**src/rtl/kbd_resp_pkg.sv**
```systemverilog
// Shared types and constants for the keyboard command responder.
// Assumes 8-bit command and reply bytes.
package kbd_resp_pkg;

    localparam int BYTE_W     = 8;
    localparam int SCRIPT_MAX = 3;
    localparam int SCRIPT_LW  = $clog2(SCRIPT_MAX + 1);

    typedef logic [BYTE_W-1:0] byte_t;

    typedef enum logic [BYTE_W-1:0] {
        KCMD_RESET    = 8'h01,
        KCMD_LAYOUT_A = 8'h07,
        KCMD_LED      = 8'h0E,
        KCMD_LAYOUT_B = 8'h0F
    } kbd_cmd_e;

    // What one command asks of the queue and the LED flag.
    typedef struct packed {
        logic                         load;
        logic                         led_set;
        logic [SCRIPT_LW-1:0]         len;
        byte_t [SCRIPT_MAX-1:0]       bytes;
    } reply_plan_t;

endpackage

```
**src/rtl/kbd_reply_script.sv**
```systemverilog
// Turns a strobed command byte into a reply plan: whether to reload
// the queue, with how many bytes and which, and whether to set the
// LED flag. Purely combinational; unknown values give an empty plan.
module kbd_reply_script
    import kbd_resp_pkg::*;
(
    input  logic        cmd_valid,
    input  byte_t       cmd_byte,
    output reply_plan_t plan
);

    // Map each known command to its fixed reply script.
    always_comb begin
        plan = '0;
        if (cmd_valid) begin
            case (cmd_byte)
                KCMD_RESET: begin
                    plan.load     = 1'b1;
                    plan.len      = SCRIPT_LW'(3);
                    plan.bytes[0] = 8'hFF;
                    plan.bytes[1] = 8'h04;
                    plan.bytes[2] = 8'h7F;
                end
                KCMD_LAYOUT_A, KCMD_LAYOUT_B: begin
                    plan.load     = 1'b1;
                    plan.len      = SCRIPT_LW'(2);
                    plan.bytes[0] = 8'hFE;
                    plan.bytes[1] = 8'h00;
                end
                KCMD_LED: begin
                    plan.led_set  = 1'b1;
                end
                default: plan = '0;
            endcase
        end
    end

endmodule

```
**src/rtl/kbd_reply_fifo.sv**
```systemverilog
// Ring queue with a bulk-load port. A load discards the current
// contents (read pointer jumps to write pointer) and writes up to
// LOAD_MAX bytes starting at the write pointer in one cycle; bytes
// beyond DEPTH are dropped. A pop removes the head when not empty.
// Load wins over a simultaneous pop. Assumes DEPTH is a power of two.
module kbd_reply_fifo #(
    parameter int DEPTH    = 16,
    parameter int LOAD_MAX = 3,
    parameter int W        = 8,
    localparam int AW      = $clog2(DEPTH),
    localparam int CW      = $clog2(DEPTH + 1),
    localparam int LW      = $clog2(LOAD_MAX + 1)
) (
    input  logic                         clk,
    input  logic                         rst_n,
    input  logic                         load,
    input  logic [LW-1:0]                load_len,
    input  logic [LOAD_MAX-1:0][W-1:0]   load_bytes,
    input  logic                         pop,
    output logic [W-1:0]                 head,
    output logic [CW-1:0]                count,
    output logic [CW-1:0]                count_next
);

    localparam int KEEP = (LOAD_MAX < DEPTH) ? LOAD_MAX : DEPTH;

    logic [W-1:0]  mem [DEPTH];
    logic [AW-1:0] rptr;
    logic [AW-1:0] wptr;
    logic [CW-1:0] accept_len;
    logic [AW-1:0] wr_idx [KEEP];

    // Slot address for each byte of a bulk load, wrapping at DEPTH.
    for (genvar g = 0; g < KEEP; g++) begin : g_widx
        assign wr_idx[g] = wptr + AW'(g);
    end

    // Number of load bytes kept after the depth limit.
    always_comb begin
        if (int'(load_len) > DEPTH) accept_len = CW'(DEPTH);
        else                        accept_len = CW'(load_len);
    end

    // Next fill level: load replaces, pop decrements when non-empty.
    always_comb begin
        if (load)                    count_next = accept_len;
        else if (pop && count != '0) count_next = count - CW'(1);
        else                         count_next = count;
    end

    // Pointer and count registers.
    always_ff @(posedge clk) begin
        if (!rst_n) begin
            rptr  <= '0;
            wptr  <= '0;
            count <= '0;
        end else begin
            count <= count_next;
            if (load) begin
                rptr <= wptr;
                wptr <= wptr + AW'(accept_len);
            end else if (pop && count != '0) begin
                rptr <= rptr + AW'(1);
            end
        end
    end

    // Storage: write the accepted bytes of a load.
    always_ff @(posedge clk) begin
        if (!rst_n) begin
            for (int i = 0; i < DEPTH; i++) mem[i] <= '0;
        end else if (load) begin
            for (int i = 0; i < KEEP; i++) begin
                if (i < int'(accept_len)) mem[wr_idx[i]] <= load_bytes[i];
            end
        end
    end

    assign head = mem[rptr];

endmodule

```
**src/rtl/kbd_cmd_responder.sv**
```systemverilog
// Keyboard command responder: decodes command bytes into reply
// scripts, queues the reply, serves host reads one byte at a time,
// pulses rearm while bytes remain and latches the LED-mode flag.
// Assumes at most one command and one read strobe per cycle.
module kbd_cmd_responder #(
    parameter int DEPTH = 16
) (
    input  logic       clk,
    input  logic       rst_n,
    input  logic       cmd_valid,
    input  logic [7:0] cmd_byte,
    input  logic       rd_en,
    output logic [7:0] rd_data,
    output logic       byte_avail,
    output logic       rearm,
    output logic       led_mode
);
    import kbd_resp_pkg::*;

    localparam int CW = $clog2(DEPTH + 1);

    reply_plan_t   plan;
    byte_t         head;
    logic [CW-1:0] fifo_count;
    logic [CW-1:0] fifo_count_next;
    byte_t         rd_data_q;
    logic          rearm_q;
    logic          led_q;

    kbd_reply_script u_script (
        .cmd_valid (cmd_valid),
        .cmd_byte  (cmd_byte),
        .plan      (plan)
    );

    kbd_reply_fifo #(
        .DEPTH    (DEPTH),
        .LOAD_MAX (SCRIPT_MAX),
        .W        (BYTE_W)
    ) u_fifo (
        .clk        (clk),
        .rst_n      (rst_n),
        .load       (plan.load),
        .load_len   (plan.len),
        .load_bytes (plan.bytes),
        .pop        (rd_en),
        .head       (head),
        .count      (fifo_count),
        .count_next (fifo_count_next)
    );

    // Latch the LED-mode flag; only reset clears it.
    always_ff @(posedge clk) begin
        if (!rst_n)            led_q <= 1'b0;
        else if (plan.led_set) led_q <= 1'b1;
    end

    // Capture the head byte on a read, zero when the queue is empty.
    always_ff @(posedge clk) begin
        if (!rst_n)     rd_data_q <= '0;
        else if (rd_en) rd_data_q <= (fifo_count != '0) ? head : '0;
    end

    // One-cycle re-arm request when bytes remain after a read.
    always_ff @(posedge clk) begin
        if (!rst_n) rearm_q <= 1'b0;
        else        rearm_q <= rd_en && (fifo_count_next != '0);
    end

    assign rd_data    = rd_data_q;
    assign rearm      = rearm_q;
    assign led_mode   = led_q;
    assign byte_avail = (fifo_count != '0);

endmodule

```
**config.mk**
```make
export PLATFORM = sky130hd
export DESIGN_NAME = kbd_cmd_responder
export DESIGN_NICKNAME = d
export VERILOG_FILES = /design/src/rtl/kbd_resp_pkg.sv /design/src/rtl/kbd_reply_script.sv /design/src/rtl/kbd_reply_fifo.sv /design/src/rtl/kbd_cmd_responder.sv
export SDC_FILE = /design/constraint.sdc
export NUM_CORES = 1
export LEC_CHECK = 0
export CAP_MARGIN = 10
export CORE_MARGIN = 8
export CORE_UTILIZATION = 37
export CTS_CLUSTER_SIZE = 40
export DETAILED_ROUTE_END_ITERATION = 6
export SLEW_MARGIN = 20
export SYNTH_ARGS = -nofsm -noshare
export SYNTH_HDL_FRONTEND = slang
export SYNTH_SLANG_ARGS = --single-unit
```
**constraint.sdc**
```tcl
create_clock -name clk -period 6.6 [get_ports clk]
set_input_delay 1.98 -clock clk [delete_from_list [all_inputs] [get_ports clk]]
set_output_delay 1.98 -clock clk [all_outputs]
set_load 0.005 [all_outputs]
```
; Yosys cells after proc, flatten, opt, wreduce, memory -nomap -nowiden
; Memories as Yosys holds them, arrays and structs flattened. A register that Yosys moved wholly into a read port is not among the register bits.
; Cells that the tools add are included.
[word_totals]
reg_bits = 23
ramBits = 128
input_bits = 12
out_inout_bits = 11
wordCells = 64
mem_count = 1
[memory_table]
columns = name, words, width, read_ports, rd_ports_with_merged_regs, write_ports, line_no
row1 = u_fifo.mem, 16, 8, 1, 1, 16, kbd_reply_fifo.sv:27  ; logic [W-1:0] mem [DEPTH];
[op_classes]
n_addsub = 5
n_lt_le_gt_ge = 3
n_eq_ne = 4
n_mux = 35
n_reduce_logical = 10
[ops]
columns = op, count
row1 = 8-bit two-way mux, 4
row2 = 28-bit two-way mux, 1
row3 = 4-bit two-way mux, 7
row4 = 8-bit OR reduction, 3
row5 = 11-bit one-hot mux with 2 select lines, 1
row6 = 1-bit two-way mux, 18
row7 = 8-bit by 4-bit == test with 1-bit output (second input constant), 2
row8 = 5-bit two-way mux, 2
row9 = 5-bit nonzero test, 2
row10 = 4-bit by 1-bit adder with 4-bit output (second input constant), 2
row11 = 8-bit by 1-bit == test with 1-bit output (second input constant), 1
row12 = 8-bit by 3-bit == test with 1-bit output (second input constant), 1
row13 = 7-bit two-way mux, 1
row14 = 5-bit by 1-bit subtractor with 5-bit output (second input constant), 1
row15 = 4-bit by 2-bit adder with 4-bit output, 1
row16 = 4-bit by 2-bit adder with 4-bit output (second input constant), 1
row17 = 1-bit by 2-bit < comparator with 1-bit output (first input constant), 2
row18 = 2-bit one-hot mux with 2 select lines, 1
row19 = 3-bit OR reduction, 1
row20 = 1-bit logical AND, 2
row21 = 2-bit < comparator (first input constant), 1
row22 = 2-bit nonzero test, 1
row23 = 2-bit OR reduction, 1

; Logic depth before layout (Yosys ltp)
[logic_depth]
depth_word = 11
mapped_depth = 9
mapped_depth_nobuf = 8

; Hierarchy
; A second synthesis with hierarchy kept.
[unflattened]
cells_unflattened = 844
area_unflattened_um2 = 9298.9
[modules_own_cells]
columns = module, instances, cells_each, area_per_inst_um2, seq_area_each_um2
row1 = kbd_reply_fifo, 1, 766, 8632.0, 4184.0
row2 = kbd_cmd_responder, 1, 43, 415.4, 200.2
row3 = kbd_reply_script, 1, 35, 251.5, 0.0

; Least setup slack after synthesis
; Ideal clock, no wire load.
[synth_timing]
path_kind = input to register
startpoint = input cmd_byte[5]
endpoint = register u_fifo.wptr[2]
setup_time_ns = 0.071
arrival_time_ns = 4.203
required_ns = 6.529
path_slack_ns = 2.327
stages = 9
n_path_buf = 1
path_cell_list = or4b_4 or3_1 inv_1 buf_2 ha_1 inv_1 fa_1 or3_1 a21oi_1
[synth_via]
elab_chain_cells = 5
word_cells_on_any_way = 9
cone_classes = add/sub (1) / eq/ne (3) / mux (3) / reduce/logical (2)
[synth_rtl]
columns = item, line_no
row1 = from (decl), kbd_cmd_responder.sv:11  ; input logic [7:0] cmd_byte,
row2 = 8-bit by 3-bit == test with 1-bit output or 8-bit by 4-bit == test with 1-bit output (tied branches), kbd_reply_script.sv:16  ; case (cmd_byte)
row3 = 2-bit OR reduction, --
row4 = 2-bit one-hot mux with 2 select lines, kbd_reply_script.sv:16
row5 = 28-bit two-way mux (*), kbd_reply_script.sv:15  ; if (cmd_valid) begin
row6 = 4-bit by 2-bit adder with 4-bit output, kbd_reply_fifo.sv:61  ; wptr <= wptr + AW'(accept_len);
row7 = to (signal assigned), kbd_reply_fifo.sv:61
row8 = to (decl), kbd_reply_fifo.sv:29  ; logic [AW-1:0] wptr;
; Mark *: on every way between the ends. The rest lies on a longest branch, timed or not.
; A chain may end at the register's enable or synchronous reset.

; Final worst setup path
[layout_timing]
startpoint = input cmd_byte[1]
endpoint = register u_fifo.wptr[2]
; Same word-level chain as after synthesis.

==> run metrics <==
Final Util 0.432; first-pass GRT wire length 20000 um; fin worst setup slack 1420 ps; initial core utilization 0.378; Register-to-Register Path Depth 6; synth unique cells 73; Synth Instances 467; worst-margin pin slew 999 ps; Final setup viols 0; P per Cell Area 247 mW/mm^2; sequential area share after synthesis 0.468; part of the cycle the worst path needs 0.785; commonest non-fill, non-tap cell in the layout nor2_1; multiplexer area fraction after synthesis 0.0909; CTS tree built; Final Hold Viols 0; Post-Place Setup Slack 1060 ps; area grow syn2layout 14.3%; Via density 5.82; synth warn 0; worst-case clock buffer depth 2; layout cell share with drive strength beyond 1 0.117; crit path kind in2reg; crit path max fanout 22; antenna-violating nets left 0; H-Tree Depth 3; dpl hpwl ~9000 um; worst hold path depth 2; Slew Limit Fails 0; vias post-DR 3790; Leakage 1.92 nW; setup TNS 0 ps; largest net degree at the start of global routing 32; root buffer cell clkbuf_16; DR WL/cell 19.4 um; syn avg cell area 10.2 sq um; Num CTS Buffers 9; Tightest Hold Check Type reg2reg; fmax ~0.19 GHz; largest family of logic cells by synthesized area simple AND/OR/NAND/NOR gates; outcome complete, no violations; die extent in y roughly 130 um; xor/xnor share of the synthesized area 0.0166; Max-Cap Viols 0; Row Count 41; Clk Latency, worst-skew pair between 300 and 400 ps; DIE AREA around 0.017 sq mm; synthesized cell area 0.00475 sq mm; register bit total from synthesis between 80 and 90; core region area 0.0126 sq mm; antenna violations before repair 0; Tmin final 5180 ps; worst rel slew slack 0.328; Clock Skew slightly above 10 ps; Initial DRT Pass Iterations 5; Simple-Gate Fraction of Synth Area 0.192; RSZ-0062 raised after global routing false; clk slew on worst S/H paths about 70 ps; VDD IR max 0.000167 V; Ant. Diodes 0; most frequent cells in the layout nor2_1 (50), edfxtp_1 (48), dfxtp_1 (39); Inst Count DP 635; Die Wd between 100 and 150 um; Port Buf Inserts 22; Routed WL 12600 um; clk sinks 87; Final nets 492; CP Data Arrival Time about 5500 ps; vias in the first global route 3637; Worst Path Required 6870 ps; final cell count without fillers 651; Post-CTS Resized 0; GPL Wtd Cong between 0.8 and 0.9; complex-gate fraction of the synthesized area 0.171; Synth async-reset ratio 0; hold_ws about 470 ps; GRT Resource Usage Total 0.155; Initial DRC Count 438; postcts setup bufs 0; number of synthesized flops with an enable pin between 40 and 50; syn nets 485; adder-cell share of the synthesized area 0.0174; CP Capture Type register; # DRC 0; type of origin of the critical path input pin; # IOs 23; CTS Hold Bufs 0; Main synth FF type edfxtp_1; gr ovfl total 0
synth_stat cells (2+ instances only):
master    number  area [sq um]
nor3_1        12          60.1
edfxtp_1      48          1440
a21boi_0       3          22.5
buf_4          4          30.0
a21o_1         2          15.0
nor4b_2        2          30.0
nand2b_1      11          68.8
nand2_1       37           139
and2_1         8          50.1
nand3_1       14          70.1
clkbuf_1      20          75.1
a22oi_1        3          22.5
buf_2          6          30.0
o31ai_1        4          30.0
nor4b_1        2          17.5
o211a_1        4          40.0
o21ai_0       21           105
nor4_1         3          18.8
a41o_1         2          20.0
or3_1          4          25.0
and3_1         2          12.5
nor2b_1       16           100
a211oi_1      11          82.6
mux4_2        16           360
inv_1         16          60.1
buf_1          3          11.3
a21oi_1       29           145
o211ai_1       3          22.5
a22o_1         4          35.0
o22ai_1        5          31.3
xnor2_1        4          35.0
o2111a_1       2          22.5
dfxtp_1       39           781
nor2_1        50           188
o31a_1         3          26.3
mux2i_1        6          60.1
ha_1           5          62.6
nand4_1        3          18.8
xor2_1         5          43.8
nor3b_1        2          15.0
layer usage:
metal	wire length, um	GRT usage	up-vias
met5	0	0	-
met4	350	0.0574	0
met3	857	0.0283	29
met2	5600	0.234	173
met1	5820	0.216	1836
li1	-	-	1752
final timing paths:
check	start	to	slack [ps]
min reg2reg	u_fifo.mem[10][7]	u_fifo.mem[10][7]	470
min	u_fifo.mem[10][7]	u_fifo.mem[10][7]	470
max reg2reg	u_fifo.wptr[2]	u_fifo.mem[15][2]	3270
max	cmd_byte[1]	u_fifo.wptr[2]	1420
worst max-delay path: stages:
cell and delay, ps:
clkdlybuf4s50_1 480, or4b_1 610, or3_1 700, inv_1 500, ha_1 250, inv_1 50, fa_1 380, or3_1 350
a21oi_1 140
cell type report:
type,instances,area (sq um)
sequential,87,2220
fill,1200,7140
timing repair buffer,29,273
clock buffer,12,300
inverter,17,63.8
multi-input combinational,330,2310
tap,172,215
clock inverter,4,37.5
cells by family (layout without fill, tap and decap cells):
| logic type | Yosys count | in the layout |
|---|---|---|
| multiplexers | 23 | 23 |
| XOR/XNOR | 9 | 9 |
| buffers and inverters | 50 | 62 |
| AND/OR/NAND/NOR | 176 | 176 |
| flip-flops | 87 | 87 |
| AO/OA/AOI/OAI | 116 | 116 |
| adder cells (fa/ha/maj) | 6 | 6 |
registers in the layout, summed over array words and instances (netlist names), named ones only:
signal and count:
rd_data 4, led_mode 1, u_fifo.rptr 4, u_fifo.mem 64, u_fifo.count 5, u_fifo.wptr 4
rearm 1
per-stage QoR:
step / area, sq um / power, W
after floorplan: 4750 / 0.000740
after global placement: 5090 / 0.000800
after detailed placement: 5090 / 0.000804
after CTS: 5430 / 0.00135
after global routing: 5430 / 0.00139
final: 5430 / 0.00134
report_power, final:
group          leakage, nW  internal, W  switching (W)
Clock                0.167     0.000330       0.000220
Combinational        0.939    0.0000872      0.0000883
Sequential           0.810     0.000596      0.0000211
Power figures use the tool's default switching activity.
